<file path="config.mk">
export PLATFORM = sky130hd
export DESIGN_NAME = ddr_powerup_seq
export DESIGN_NICKNAME = d
export VERILOG_FILES = /design/src/rtl/ddr_powerup_seq.sv
export SDC_FILE = /design/constraint.sdc
export NUM_CORES = 1
export LEC_CHECK = 0
export BUFFER_PORTS_ARGS = -buffer_cell sky130_fd_sc_hd__buf_2
export CORE_ASPECT_RATIO = 1.5
export CORE_MARGIN = 2
export CORE_UTILIZATION = 45
export CTS_BUF_LIST = sky130_fd_sc_hd__clkbuf_2 sky130_fd_sc_hd__clkbuf_4 sky130_fd_sc_hd__clkbuf_8
export DETAILED_ROUTE_END_ITERATION = 12
export PLACE_DENSITY = 0.75
export SLEW_MARGIN = 20
export SYNTH_ARGS = -nofsm -noshare
export SYNTH_HDL_FRONTEND = slang
export SYNTH_SLANG_ARGS = --single-unit
export TNS_END_PERCENT = 1
</file>
<file path="constraint.sdc">
create_clock -name clk -period 3.35 [get_ports clk]
set_clock_uncertainty 0.15 [all_clocks]
set_input_delay 0.67 -clock clk [delete_from_list [all_inputs] [get_ports clk]]
set_output_delay 0.67 -clock clk [all_outputs]
set_load 0.01 [all_outputs]
</file>
<file path="src/rtl/ddr_powerup_seq.sv">
module ddr_powerup_seq #(
  parameter int ADDR_W = 13,
  parameter int T_PWRUP = 400,
  parameter int T_RP = 3,
  parameter int T_MRD = 2,
  parameter int T_RFC = 10,
  parameter int T_DLL = 200,
  parameter logic [ADDR_W-1:0] MR_OPS = 'h032,
  parameter bit REDUCED_DRIVE = 1'b0
) (
  input  logic              clk,
  input  logic              rst,
  output logic              cke,
  output logic              cs_n,
  output logic              ras_n,
  output logic              cas_n,
  output logic              we_n,
  output logic [1:0]        ba,
  output logic [ADDR_W-1:0] addr,
  output logic              init_done,
  output logic              read_ok
);

  localparam int M1 = (T_PWRUP > T_RFC) ? T_PWRUP : T_RFC;
  localparam int M2 = (T_RP > T_MRD) ? T_RP : T_MRD;
  localparam int TMAX = (M1 > M2) ? M1 : M2;
  localparam int CW = $clog2(TMAX + 1);
  localparam int DW = $clog2(T_DLL + 1);

  localparam logic [3:0] C_NOP = 4'b0111;
  localparam logic [3:0] C_DES = 4'b1111;
  localparam logic [3:0] C_PRE = 4'b0010;
  localparam logic [3:0] C_REF = 4'b0001;
  localparam logic [3:0] C_LMR = 4'b0000;

  typedef enum logic [4:0] {
    S_CKE_LOW, S_NOP,
    S_PRE1, S_WRP1, S_EMR, S_WMRD1, S_MR_DLL, S_WMRD2,
    S_PRE2, S_WRP2, S_REF1, S_WRFC1, S_REF2, S_WRFC2,
    S_MR, S_WMRD3, S_DONE
  } state_t;

  state_t st, nxt;
  logic [CW-1:0] cnt, cnt_load;
  logic [DW-1:0] dll_cnt;
  logic dll_run;
  logic [3:0] cmd;
  logic expired;

  assign expired = (cnt == '0);

  always_comb begin
    nxt = st;
    case (st)
      S_CKE_LOW: if (expired) nxt = S_NOP;
      S_NOP:     nxt = S_PRE1;
      S_PRE1:    nxt = S_WRP1;
      S_WRP1:    if (expired) nxt = S_EMR;
      S_EMR:     nxt = S_WMRD1;
      S_WMRD1:   if (expired) nxt = S_MR_DLL;
      S_MR_DLL:  nxt = S_WMRD2;
      S_WMRD2:   if (expired) nxt = S_PRE2;
      S_PRE2:    nxt = S_WRP2;
      S_WRP2:    if (expired) nxt = S_REF1;
      S_REF1:    nxt = S_WRFC1;
      S_WRFC1:   if (expired) nxt = S_REF2;
      S_REF2:    nxt = S_WRFC2;
      S_WRFC2:   if (expired) nxt = S_MR;
      S_MR:      nxt = S_WMRD3;
      S_WMRD3:   if (expired) nxt = S_DONE;
      default:   nxt = S_DONE;
    endcase
  end

  always_comb begin
    case (nxt)
      S_CKE_LOW:               cnt_load = CW'(T_PWRUP - 1);
      S_WRP1, S_WRP2:          cnt_load = CW'(T_RP - 2);
      S_WMRD1, S_WMRD2, S_WMRD3: cnt_load = CW'(T_MRD - 2);
      S_WRFC1, S_WRFC2:        cnt_load = CW'(T_RFC - 2);
      default:                 cnt_load = '0;
    endcase
  end

  always_ff @(posedge clk) begin
    if (rst) begin
      st  <= S_CKE_LOW;
      cnt <= CW'(T_PWRUP - 1);
    end else begin
      st <= nxt;
      if (nxt != st) cnt <= cnt_load;
      else if (!expired) cnt <= cnt - 1'b1;
    end
  end

  always_ff @(posedge clk) begin
    if (rst) begin
      dll_run <= 1'b0;
      dll_cnt <= '0;
    end else if (st == S_MR_DLL) begin
      dll_run <= 1'b1;
      dll_cnt <= DW'(T_DLL - 1);
    end else if (dll_cnt != '0) begin
      dll_cnt <= dll_cnt - 1'b1;
    end
  end

  always_comb begin
    cke  = 1'b1;
    cmd  = C_NOP;
    ba   = 2'b00;
    addr = '0;
    case (st)
      S_CKE_LOW: begin
        cke = 1'b0;
        cmd = C_DES;
      end
      S_PRE1, S_PRE2: begin
        cmd = C_PRE;
        addr[10] = 1'b1;
      end
      S_EMR: begin
        cmd = C_LMR;
        ba = 2'b01;
        addr[1] = REDUCED_DRIVE;
      end
      S_MR_DLL: begin
        cmd = C_LMR;
        addr = MR_OPS;
        addr[8] = 1'b1;
      end
      S_MR: begin
        cmd = C_LMR;
        addr = MR_OPS;
        addr[8] = 1'b0;
      end
      S_REF1, S_REF2: cmd = C_REF;
      default: ;
    endcase
  end

  assign {cs_n, ras_n, cas_n, we_n} = cmd;
  assign init_done = (st == S_DONE);
  assign read_ok = init_done && dll_run && (dll_cnt == '0);

endmodule

</file>
# Word level (Yosys, flattened, before mapping)
# Memory sizes are Yosys's and may differ from the RTL's.
# Cells that the tools add are included.
# W data, S select, Z words.
# word_totals
ff_bits	23
latchBits	0
ramBits	0
romBits	96
input_bits	2
output_inout_bits	22
word_cells	58
mem_count	1
# classes
addsub	2
multipliers	0
div	0
magnitude_cmp	0
n_eq_ne	18
n_shift	0
mux	20
bitwise_logic	0
n_reduce_logical	12
# memory_table
name	depth	word_bits	read_ports	rd_ports_with_merged_regs	write_ports	line	text
(name not given)	16	6	1	0	0	76	case (nxt)
# op_table
operator	n
$pmux W5 S16	1
$eq A5 B4 Y1 const B	8
$mux W5	8
$mux W9	3
$eq A5 B3 Y1 const B	4
$mux W8	2
$pmux W4 S4	1
$pmux W7 S2	1
$eq A5 B2 Y1 const B	2
$logic_not A9 Y1	1
$sub A9 B1 Y9 const B	1
$logic_not A8 Y1	1
$reduce_bool A8 Y1	1
$reduce_or A2 Y1	4
$sub A8 B1 Y8 const B	1
$eq A5 B1 Y1 const B	1
$eq A5 B5 Y1 const B	1
$logic_not A5 Y1	1
$ne A5 B5 Y1	1
$mux W1	4
$reduce_or A3 Y1	1
$logic_and A1 B1 Y1	2
$ne A2 B1 Y1 const B	1
$reduce_bool A2 Y1	1

# Longest topological paths before layout
# An unclocked memory read counts as a cell.
# logic_depth
word_depth	6
depth_mapped	12
ltp_nobuf	12

# Worst setup path after synthesis
# OpenSTA, ideal clock, no wires.
# synth_timing
path_kind	register -> register
from	reg cnt[0]
to	reg cnt[3]
setup_ps	133
t_arrival_ps	2248
t_required_ps	3067
path_slack_ps	819
stages_incl_launch_ff	12
path_buffers	0
period_less_slack_ps	2531
path_cell_list	dfxtp_1 -> inv_1 -> ha_1 -> or4b_4 -> o22ai_1 -> a21oi_1 -> or3_1 -> ha_1 -> inv_1 -> a211oi_2 -> a31oi_2 -> o211ai_1
# synth_via
elab_chain_len	6
word_cells_on_any_way	17
classes_between	1 x add/sub; 2 x eq/ne; 12 x mux; 1 x reduce/logical; 1 x memory
# synth_rtl
element	line	text
from (decl)	44	logic [CW-1:0] cnt, cnt_load;
from (signal assigned)	88	cnt <= CW'(T_PWRUP - 1);
from (signal assigned)	91	if (nxt != st) cnt <= cnt_load;
from (signal assigned)	92	else if (!expired) cnt <= cnt - 1'b1;
$logic_not A9 Y1	50	assign expired = (cnt == '0);
$mux W5, or another cell as far along	70	S_WMRD3: if (expired) nxt = S_DONE;
$pmux W5 S16	54	case (st)
$mem_v2 Z16 W6	n/a	
$mux W9	76	
$mux W9	91	
# Several ways; a longest one is shown, not always the timed one. The select of a mux whose other input is x is not followed.
# A chain may end at the register's enable or synchronous reset.

# Final worst setup path
# layout_timing
from	reg cnt[0]
to	reg cnt[2]
# Same word-level chain as after synthesis.

==> metrics.txt <==
vias in the first global route=1,290; placed cells=232; Mapped Area=1530 um^2; Antenna Nets Post-Route=0; cell row count=25; Critical Path Start Type=flop; largest net degree at the start of global routing=21; Pleak=0.687 nW; Worst Path Max Fanout=5; Ports=24; setup TNS=0 ns; H-tree levels=1; Die W=51.6 um; Synth Register Bits=23; post-route insts no fill=236; Seq/Total Area, Yosys=0.301; IO Port Bufs=14; Place WS=0.558 ns; Via-to-Cell Ratio=5.57; R2R Setup Slk=0.56 ns; router iterations before antenna repair=4; Layout area overhead=5.65%; Setup violations, final=0; Core Util, Final=0.506; DR iter-0 viols=27; Post-CTS Repair Setup Buffers=0; final worst setup slack=0.558 ns; dpl cell area=1570 um^2; Max Transition Viols Final=0; total wire length=3.19 mm; pwr dens=447 nW/um^2; RSZ-0062 raised after global routing=false; FF-to-FF End=cnt[2]; Power, Total=722 uW; Worst-path clk slew=0.08 ns; core area=3190 um^2; Internal Dissipation=490 uW; CP Capture Point=cnt[2]; EDFF count, synth=0; synth warn=0; drt wl/cell=13.5 um; number of clock sinks=23; worst path arrival time=2.78 ns; Design Area, Final=1620 um^2; CTS tree=built; GRT Total Usage=0.185; VDD IR max=316 uV; root buffer cell=clkbuf_8; first-pass GRT wire length=5.48 mm; Syn Area/Cell=8.09 um^2; initial antenna violation count=0; crit path kind=reg2reg; share of cells above drive strength 1=0.168; routability cong.=0.794; CTS Buf Count=3; CTS max path bufs=2; DRC Markers=0; RR Startpoint=cnt[0]; max_cap viols=0; min-delay worst type=reg2reg; clk_lat worst skew=0.27 ns; Area contributors post-synth=dfxtp_1, buf_4, ha_1, nor3_1, nor2_1; post-synthesis cell count=189; r2r worst-path depth=11; Synth top area share=0.301; initial core utilization=0.479; Hold Fails Final Rpt=0; Tcrit/Tclk final=0.833; die area=3890 um^2; Final #Nets=205; Worst Setup End Kind=flop; crit path launch=cnt[0]; grt total ovfl=0; PostCTS Resize Cnt=0; Peak Freq=358 MHz; ys async rst share=0; number of diodes=0; Clock Power Share=0.238; Top FF cell, synth=dfxtp_1; hold slack=0.323 ns; Post-CTS Hold Fix Bufs=0; Worst Tran Pin Value=0.740 ns; fin crit period=2.79 ns; relative slew slack=0.502; Psw=232 uW; synth unique cells=56; DP HPWL=2.49 mm; CP required=3.34 ns; Switching Share=0.322; logic gate share of total power=0.291; area leader, netlist=dfxtp_1; Die Y=75.4 um; Sequential Power Share=0.471; Vias=1,314; status=finished clean
## metal layers
| metal | wire, um | global-route usage | part of all wire |
|---|---|---|---|
| met5 | 0 | 0 | 0 |
| met4 | 85 | 0.108 | 0.027 |
| met3 | 105 | 0.0255 | 0.033 |
| met2 | 1710 | 0.340 | 0.54 |
| met1 | 1290 | 0.199 | 0.40 |
## synthesized netlist by cell type, drive strengths merged, types with 2 or more instances
master,count
nand2b,4
nor4,5
nand2,9
o31ai,2
or3,2
or4,3
o211ai,3
mux2i,3
o21ai,7
clkbuf,7
o31a,2
xnor2,6
a21oi,11
a22oi,2
nand3b,3
dfxtp,23
a31oi,4
or4b,2
xor2,5
and2,2
nand3,3
buf,13
nor2,17
and3,2
ha,6
inv,12
or2,4
nor3,12
a211oi,2
## how the worst min path moves through the flow
stage / slack (ns) / to / cells after the start / start
global route: 0.38 / dll_run / 2 / dll_run
detailed placement: 0.31 / dll_run / 2 / dll_run
floorplan: 0.28 / dll_run / 2 / dll_run
CTS: 0.33 / dll_run / 2 / dll_run
global placement: 0.30 / dll_run / 2 / dll_run
finish: 0.32 / dll_run / 2 / dll_run
## cell type report
class / instances / area, um^2
Clock buffer: 3 / 41.3
Clock inverter: 1 / 5.00
Fill cell: 318 / 1580
Inverter: 12 / 45.0
Multi-Input combinational cell: 142 / 936
Sequential cell: 23 / 460
Tap cell: 40 / 50.0
Timing Repair Buffer: 15 / 77.6
## power groups by stage
stage | combinational [mW] | clock [mW] | sequential [mW]
3_3_place_gp | 0.202 | 0 | 0.346
6_report | 0.210 | 0.172 | 0.340
4_1_cts | 0.212 | 0.177 | 0.341
5_1_grt | 0.242 | 0.183 | 0.347
3_5_place_dp | 0.211 | 0 | 0.348
2_1_floorplan | 0.187 | 0 | 0.338
## flip-flops by register name, indices dropped and copies added, names as in the netlist
name and count:
dll_cnt 8, st 5, dll_run 1, cnt 9
## cells by family after synthesis
logic type | share of synthesized area
flip-flops | 0.301
other | 0.00245
AND/OR/NAND/NOR | 0.277
adder cells (fa/ha/maj) | 0.0491
AO/OA/AOI/OAI | 0.181
multiplexers | 0.0196
buffers and inverters | 0.106
XOR/XNOR | 0.0630
## placed cells by master (no fill, tap or decap), types with 2 or more instances in the layout
master / instances
xor2_1: 5
and3_1: 2
o21ai_0: 4
mux2i_1: 3
a21oi_1: 10
ha_1: 6
nand2_1: 8
or2_2: 3
nand3b_1: 3
a31oi_1: 3
o211ai_1: 3
conb_1: 9
nand2b_1: 4
nor3_1: 12
and2_1: 2
nand3_1: 3
inv_1: 12
clkbuf_8: 3
xnor2_1: 6
or3_1: 2
o21ai_1: 3
nor2_1: 15
nor4_1: 5
o31ai_1: 2
or4_1: 2
dfxtp_1: 23
buf_2: 14
## worst max-delay path, stage by stage, from the launching register on
cell,delay (ns)
dfxtp_1,0.34
inv_1,0.11
ha_1,0.16
or4b_4,0.50
o22ai_1,0.14
a21oi_1,0.08
or3_1,0.43
ha_1,0.21
inv_1,0.06
a211oi_2,0.04
a31oi_2,0.30
o21ai_0,0.15
No activity file was read; power rests on OpenSTA's default activity.
